File: config.mk
export PLATFORM = sky130hd
export DESIGN_NAME = state_sequencer
export DESIGN_NICKNAME = d
export VERILOG_FILES = /design/src/rtl/seq_pkg.sv /design/src/rtl/seq_table.sv /design/src/rtl/seq_tick_gen.sv /design/src/rtl/seq_core.sv /design/src/rtl/state_sequencer.sv
export SDC_FILE = /design/constraint.sdc
export NUM_CORES = 1
export LEC_CHECK = 0
export CAP_MARGIN = 0
export CORE_MARGIN = 3
export CORE_UTILIZATION = 60
export DETAILED_ROUTE_END_ITERATION = 12
export PLACE_DENSITY = 0.88
export SYNTH_ARGS = -nofsm -noshare
export SYNTH_HDL_FRONTEND = slang
export SYNTH_SLANG_ARGS = --single-unit
export TNS_END_PERCENT = 30
File: constraint.sdc
create_clock -name clk -period 3.3 [get_ports clk]
set_clock_uncertainty 0.05 [all_clocks]
set_input_delay 0.33 -clock clk [delete_from_list [all_inputs] [get_ports clk]]
set_output_delay 0.33 -clock clk [all_outputs]
set_load 0.03 [all_outputs]
File: src/rtl/seq_pkg.sv
// seq_pkg: layout of one state word, shared by the sequencer modules.
// Assumes a fixed 16-bit word with the fields placed as the localparams state.
package seq_pkg;
    localparam int unsigned ENTRY_W = 16;
    localparam int unsigned DEPTH   = 32;
    localparam int unsigned IDX_W   = $clog2(DEPTH);
    localparam int unsigned RPT_W   = 5;
    localparam int unsigned CTRL_W  = 9;

    typedef struct packed {
        logic              stop;
        logic              fast;
        logic [RPT_W-1:0]  rpt;
        logic [CTRL_W-1:0] ctrl;
    } seq_entry_t;
endpackage

File: src/rtl/seq_table.sv
// seq_table: state-word storage with one synchronous write port and one
// combinational read port. Assumes a read in the same cycle as a write to
// the same entry returns the old word.
module seq_table #(
    parameter int unsigned DEPTH = 32,
    parameter int unsigned W     = 16,
    localparam int unsigned AW   = $clog2(DEPTH)
) (
    input  logic          clk,
    input  logic          rst_n,
    input  logic          we,
    input  logic [AW-1:0] waddr,
    input  logic [W-1:0]  wdata,
    input  logic [AW-1:0] raddr,
    output logic [W-1:0]  rdata
);
    logic [W-1:0] mem [DEPTH];

    // Store words; clear the table on reset.
    always_ff @(posedge clk) begin
        if (!rst_n) begin
            for (int i = 0; i < int'(DEPTH); i++) mem[i] <= '0;
        end else if (we) begin
            mem[waddr] <= wdata;
        end
    end

    // Read the addressed word.
    always_comb rdata = mem[raddr];
endmodule

File: src/rtl/seq_tick_gen.sv
// seq_tick_gen: produces the dwell tick for the active entry. The fast tick
// fires every clock cycle. The slow tick fires on every DIV-th reference
// pulse. The divider is held cleared while the block is disabled.
module seq_tick_gen #(
    parameter int unsigned DIV = 4
) (
    input  logic clk,
    input  logic rst_n,
    input  logic enable,
    input  logic ref_tick,
    input  logic fast_sel,
    output logic tick
);
    logic slow_tick;

    generate
        if (DIV <= 1) begin : g_nodiv
            // No division: every reference pulse is a slow tick.
            always_comb slow_tick = ref_tick & enable;
        end else begin : g_div
            localparam int unsigned CW = $clog2(DIV);
            localparam logic [CW-1:0] LAST = CW'(DIV - 1);
            logic [CW-1:0] div_q;

            // Count reference pulses and wrap at DIV.
            always_ff @(posedge clk) begin
                if (!rst_n || !enable) div_q <= '0;
                else if (ref_tick)     div_q <= (div_q == LAST) ? '0 : div_q + 1'b1;
            end

            // Slow tick on the last count of each divider period.
            always_comb slow_tick = ref_tick & enable & (div_q == LAST);

            assert_div_range_R5: assert property (@(posedge clk) disable iff (!rst_n)
                div_q <= LAST);
            assert_div_cleared_R10: assert property (@(posedge clk) disable iff (!rst_n)
                !enable |=> div_q == '0);
        end
    endgenerate

    // Pick the tick selected by the active entry.
    always_comb tick = fast_sel ? enable : slow_tick;
endmodule

File: src/rtl/seq_core.sv
// seq_core: run control of the sequencer. It starts runs, counts ticks for
// each state, steps the index, latches the active word and ends runs.
// Assumes table reads are combinational and that tick is valid in the cycle
// it is used.
module seq_core
    import seq_pkg::*;
(
    input  logic             clk,
    input  logic             rst_n,
    input  logic             enable,
    input  logic             sw_start,
    input  logic             period_evt,
    input  logic             repeat_mode,
    input  logic             tick,
    input  logic [ENTRY_W-1:0] rd_word,
    output logic [IDX_W-1:0] rd_addr,
    output logic             fast_sel,
    output logic [CTRL_W-1:0] ctrl,
    output logic [IDX_W-1:0] idx,
    output logic             busy,
    output logic             eos,
    output logic             sw_pending
);
    localparam logic [IDX_W-1:0] LAST_IDX = IDX_W'(DEPTH - 1);

    seq_entry_t       cur_q;
    logic [IDX_W-1:0] idx_q;
    logic [RPT_W-1:0] cnt_q;
    logic             run_q, eos_q, pend_q;
    logic             state_done, run_end, trigger;

    // Decode the end of a state and the end of a run.
    always_comb begin
        state_done = run_q && tick && (cnt_q == cur_q.rpt);
        run_end    = state_done && (cur_q.stop || idx_q == LAST_IDX);
        trigger    = !run_q && (sw_start || pend_q || repeat_mode || period_evt);
    end

    // Fetch the next entry when stepping, otherwise fetch entry 0.
    always_comb rd_addr = (state_done && !run_end) ? idx_q + 1'b1 : '0;

    // Sequencer state update.
    always_ff @(posedge clk) begin
        if (!rst_n || !enable) begin
            cur_q  <= '0;
            idx_q  <= '0;
            cnt_q  <= '0;
            run_q  <= 1'b0;
            eos_q  <= 1'b0;
            pend_q <= 1'b0;
        end else begin
            eos_q <= 1'b0;
            if (!run_q) begin
                cur_q <= seq_entry_t'(rd_word);
                if (sw_start) pend_q <= 1'b1;
                if (trigger) begin
                    run_q <= 1'b1;
                    idx_q <= '0;
                    cnt_q <= '0;
                end
            end else if (run_end) begin
                run_q  <= 1'b0;
                idx_q  <= '0;
                cnt_q  <= '0;
                eos_q  <= 1'b1;
                pend_q <= 1'b0;
                cur_q  <= seq_entry_t'(rd_word);
            end else if (state_done) begin
                idx_q <= idx_q + 1'b1;
                cnt_q <= '0;
                cur_q <= seq_entry_t'(rd_word);
            end else if (tick) begin
                cnt_q <= cnt_q + 1'b1;
            end
        end
    end

    // Drive the outputs from the registered state.
    always_comb begin
        fast_sel   = cur_q.fast;
        ctrl       = cur_q.ctrl;
        idx        = idx_q;
        busy       = run_q;
        eos        = eos_q;
        sw_pending = pend_q;
    end

    assert_end_single_R3: assert property (@(posedge clk) disable iff (!rst_n)
        eos_q |=> !eos_q);
    assert_end_idle_R3: assert property (@(posedge clk) disable iff (!rst_n)
        eos_q |-> (!run_q && idx_q == '0));
    assert_idx_step_R2: assert property (@(posedge clk) disable iff (!rst_n)
        (run_q && $past(run_q)) |-> (idx_q == $past(idx_q) || idx_q == $past(idx_q) + 1'b1));
    assert_cnt_bound_R5: assert property (@(posedge clk) disable iff (!rst_n)
        run_q |-> cnt_q <= cur_q.rpt);
    assert_pend_clear_R6: assert property (@(posedge clk) disable iff (!rst_n)
        $fell(pend_q) |-> (eos_q || !$past(enable)));
    assert_disable_R10: assert property (@(posedge clk) disable iff (!rst_n)
        !enable |=> (cur_q == '0 && !run_q && !pend_q && !eos_q));
endmodule

File: src/rtl/state_sequencer.sv
// state_sequencer: top of the programmable timing state sequencer. It joins
// the word table, the tick generator and the run control.
// Assumes a single clock and a synchronous active-low reset.
module state_sequencer
    import seq_pkg::*;
#(
    parameter int unsigned SLOW_DIV = 4
) (
    input  logic              clk,
    input  logic              rst_n,
    input  logic              enable_i,
    input  logic              tbl_we_i,
    input  logic [IDX_W-1:0]  tbl_waddr_i,
    input  logic [ENTRY_W-1:0] tbl_wdata_i,
    input  logic              sw_start_i,
    input  logic              period_evt_i,
    input  logic              repeat_mode_i,
    input  logic              ref_tick_i,
    output logic [CTRL_W-1:0] ctrl_o,
    output logic [IDX_W-1:0]  step_idx_o,
    output logic              busy_o,
    output logic              end_o,
    output logic              sw_pending_o
);
    logic [IDX_W-1:0]   rd_addr;
    logic [ENTRY_W-1:0] rd_word;
    logic               fast_sel, tick;

    seq_table #(.DEPTH(DEPTH), .W(ENTRY_W)) u_table (
        .clk(clk), .rst_n(rst_n), .we(tbl_we_i), .waddr(tbl_waddr_i),
        .wdata(tbl_wdata_i), .raddr(rd_addr), .rdata(rd_word)
    );

    seq_tick_gen #(.DIV(SLOW_DIV)) u_tick (
        .clk(clk), .rst_n(rst_n), .enable(enable_i), .ref_tick(ref_tick_i),
        .fast_sel(fast_sel), .tick(tick)
    );

    seq_core u_core (
        .clk(clk), .rst_n(rst_n), .enable(enable_i), .sw_start(sw_start_i),
        .period_evt(period_evt_i), .repeat_mode(repeat_mode_i), .tick(tick),
        .rd_word(rd_word), .rd_addr(rd_addr), .fast_sel(fast_sel),
        .ctrl(ctrl_o), .idx(step_idx_o), .busy(busy_o), .eos(end_o),
        .sw_pending(sw_pending_o)
    );
endmodule

==> results.py, run 1 <==
metrics = {
    "run_status": {
        "status": "finished, final reports clean",
    },
    "job": {
        "cap_violations": 0,
    },
    "routing": {
        "vias": 18100,
        "route.detailed.drc": 0,
        "first_iter_violations": 2923,
        "wl_per_cell_um": 26.0,
        "antenna_left": 0,
        "routed_via_density": 6.56,
        "drtPass1Iterations": 5,
        "wl_mm": 71.6,
    },
    "critical_path": {
        "end_kind": "flop",
        "path_cells": "xor2_1 > nor4_4 > buf_4 > and4_1 > nor2_1 > a31oi_1 > a31oi_2 > buf_4 > a211oi_1",
        "cp_data_required_time_ns": 3.73,
        "worst-setup-path-type": "flop to flop",
        "crit_path_frequent_cell": "buf_4",
        "path_delay_family": "simple AND/OR/NAND/NOR gates",
        "max_stage_delay_ns": 0.94,
        "cp_num_buf_inv": 2,
        "critPathArrivalTime_ns": 3.66,
        "crit_fanout": 14,
        "cpMaxStageDelayCell": "nor2_1",
        "start_kind": "flop",
    },
    "clock_tree": {
        "numCtsBuffers": 54,
        "clkLatencyLatePin_ns": 0.61,
        "clkTransAtPathRegs_ns": 0.06,
        "clockBufferDepth": 3,
        "cts.sinks": 543,
        "root_buffer": "clkbuf_16",
        "cts_tree": "built",
        "holdBufCountCts": 0,
        "h-tree-depth": 2,
    },
    "floorplanning": {
        "core_um2": 41400,
        "rows": 74,
        "dieArea_um2": 45000,
        "initial_utilization_pct": 61.6,
        "io_pins": 46,
        "die_h_um": 212,
        "dieWidth_um": 212,
    },
    "finish": {
        "post-route-util_pct": 70.2,
        "drive_gt1_share_pct": 13.0,
        "final_cells": 2757,
        "fin_nets": 2212,
        "syn_to_final_growth_pct": 14.0,
    },
    "power_and_ir_drop": {
        "finalPower_uw": 14900,
        "leakagePower_uw": 0.0102,
        "peakVddDrop_mv": 0.419,
        "p_per_area_nw_per_um2": 514,
    },
    "sta": {
        "fmax_ghz": 0.309,
        "tightest_slew_ns": 1.37,
        "period_minus_slack_ns": 3.23,
        "finalHoldViolCount": 0,
        "fin_ws_ns": 0.0682,
        "setup_viol": 0,
        "slew_headroom_pct": 8.25,
        "period_share_pct": 97.9,
        "fin_setup_tns_ns": 0,
        "maxSlewViolCount": 0,
    },
    "logic_synthesis": {
        "ys_ff_latch": 543,
        "async_reset_ff_share_pct": 0,
        "synth_area_leaders": "edfxtp_1, and2_1, mux2i_1, nand2_1, dfxtp_1",
        "yosysWarnings": 0,
        "synth_top_area_share_pct": 60.3,
        "synth_top_flop_cell": "edfxtp_1",
        "yosysTopAreaCell": "edfxtp_1",
        "ys_types": 51,
        "synth.avg_cell_area_um2": 12.1,
        "synth_edf_count": 512,
        "synth_fp_nets": 2138,
        "yosys.cell_count.top_type": "and2_1",
        "synthCells": 2105,
        "synth_area_um2": 25500,
        "seq_area_frac_synth_pct": 62.8,
        "synth_common_cells": "and2_1, edfxtp_1, nand2_1, clkbuf_1, mux2i_1",
    },
    "global_route": {
        "grt_pass1_wl_mm": 107,
        "grt_pass1_vias": 17700,
        "grt_overflow": 0,
        "grt_max_degree": 92,
        "antenna_found_initial": 3,
        "grt_use_total_pct": 31.9,
    },
    "placed_design": {
        "gp_congestion": 1.01,
        "pre_cts_ws_ns": -0.214,
        "hpwl_mm": 44.3,
        "port_buffers": 45,
        "dp_cells": 2652,
    },
    "min_path": {
        "hp-class": "input pin to flop",
    },
}
==> timing repair <==
item	CTS	global route
gates cloned	0	1
pin swaps	0	3
setup endpoints to repair	6	14
buffers inserted	0	2
endpoints found under the hold margin	0	0
gates resized for setup	5	14
==> stage by stage <==
stage | instance area [um^2] | hold WS, ns
6_report | 29000 | 0.335
5_1_grt | 29000 | 0.382
4_1_cts | 29000 | 0.342
3_5_place_dp | 27200 | 0.444
3_3_place_gp | 27200 | 0.424
2_1_floorplan | 25500 | 0.415
==> layer usage <==
| metal | global-route usage (%) | vias to the layer above | share of wire, % | wire length, um |
|---|---|---|---|---|
| li1 | - | 7692 | - | - |
| met1 | 40.5 | 8724 | 35 | 24800 |
| met2 | 48.7 | 1346 | 45 | 32200 |
| met3 | 8.87 | 307 | 13 | 9530 |
| met4 | 20.3 | 4 | 7.1 | 5100 |
| met5 | 0 | - | 0.032 | 23 |
==> logic make-up (layout without fill, tap and decap cells) <==
logic type	count (synthesis)	in the layout	share of synthesized area (%)
simple gates	865	865	18.9
mux	140	140	5.72
flops	543	543	62.8
buf+inv	207	326	3.31
xor+xnor	13	13	0.447
fa+ha+maj	4	4	0.196
compound gates	333	333	8.67
other cells	0	1	0
==> report_power, final <==
part	switching, uW	internal, uW
combinational	561	244
sequential	131	7880
clock	2580	3530
total	3270	11700
==> worst register-to-register path: stages (launching register included) <==
cell and delay [ns]:
dfxtp_1 0.47, xor2_1 0.41, nor4_4 0.10, buf_4 0.19, and4_1 0.23, nor2_1 0.94, a31oi_1 0.17, a31oi_2 0.30
buf_4 0.18, a211oi_1 0.07
==> sequential cells by signal, summed over array words and instances (netlist names) <==
register,flops
u_core.busy,1
u_core.cnt_q,5
u_core.ctrl,9
u_core.cur_q,6
u_core.eos,1
u_core.fast_sel,1
u_core.idx,5
u_core.sw_pending,1
u_table.mem,512
u_tick.g_div.div_q,2
==> final timing paths <==
kind,startpoint,to,slack [ns],cells after the start
max reg2reg,u_core.cur_q[13]$_SDFFE_PP0P_,u_core.ctrl[6]$_SDFFE_PP0P_,0.07,9
max,u_core.cur_q[13]$_SDFFE_PP0P_,u_core.ctrl[6]$_SDFFE_PP0P_,0.07,9
min,sw_start_i,u_core.sw_pending$_SDFFE_PP0P_,0.33,3
min reg2reg,u_core.sw_pending$_SDFFE_PP0P_,u_core.sw_pending$_SDFFE_PP0P_,0.44,2
==> cells in the final DEF, fill, tap and decap left out, drive strengths merged, types with 3 or more instances in the layout <==
| cell type | n |
|---|---|
| bufinv | 5 |
| mux2i | 95 |
| edfxtp | 512 |
| nand3 | 22 |
| nand4 | 8 |
| xnor2 | 4 |
| nand3b | 4 |
| clkbuf | 70 |
| a221o | 14 |
| dfxtp | 31 |
| xor2 | 9 |
| o31ai | 15 |
| a311oi | 15 |
| nor4 | 4 |
| or3 | 3 |
| mux2 | 45 |
| or2 | 3 |
| a21oi | 62 |
| o221ai | 16 |
| clkinv | 25 |
| and4 | 4 |
| nor2b | 30 |
| clkdlybuf4s50 | 45 |
| a32oi | 14 |
| inv | 17 |
| and2 | 514 |
| o21ai | 69 |
| nand2 | 185 |
| nor2 | 72 |
| nor3 | 9 |
| ha | 4 |
| buf | 162 |
| a211oi | 45 |
| a31oi | 55 |
| o211ai | 17 |
==> layout make-up <==
type | count | area [um^2]
diodes | 1 | 2.50
clock buffers | 69 | 1470
clock inverters | 32 | 277
fillers | 2532 | 12300
inverters | 17 | 63.8
multi-input cells | 1355 | 8720
flip-flops and latches | 543 | 16000
well taps | 532 | 666
repair buffers | 208 | 1850
No activity file was read; power rests on OpenSTA's default activity.
==> inputs of run 2 (changes only) <==
--- a/config.mk
+++ b/config.mk
@@ -5,7 +5,6 @@
 export SDC_FILE = /design/constraint.sdc
 export NUM_CORES = 1
 export LEC_CHECK = 0
-export CAP_MARGIN = 0
 export CORE_MARGIN = 3
 export CORE_UTILIZATION = 60
 export DETAILED_ROUTE_END_ITERATION = 12
==> results of run 2 <==
Same layout as run 1: the final DEF is identical, and so are final timing and power.
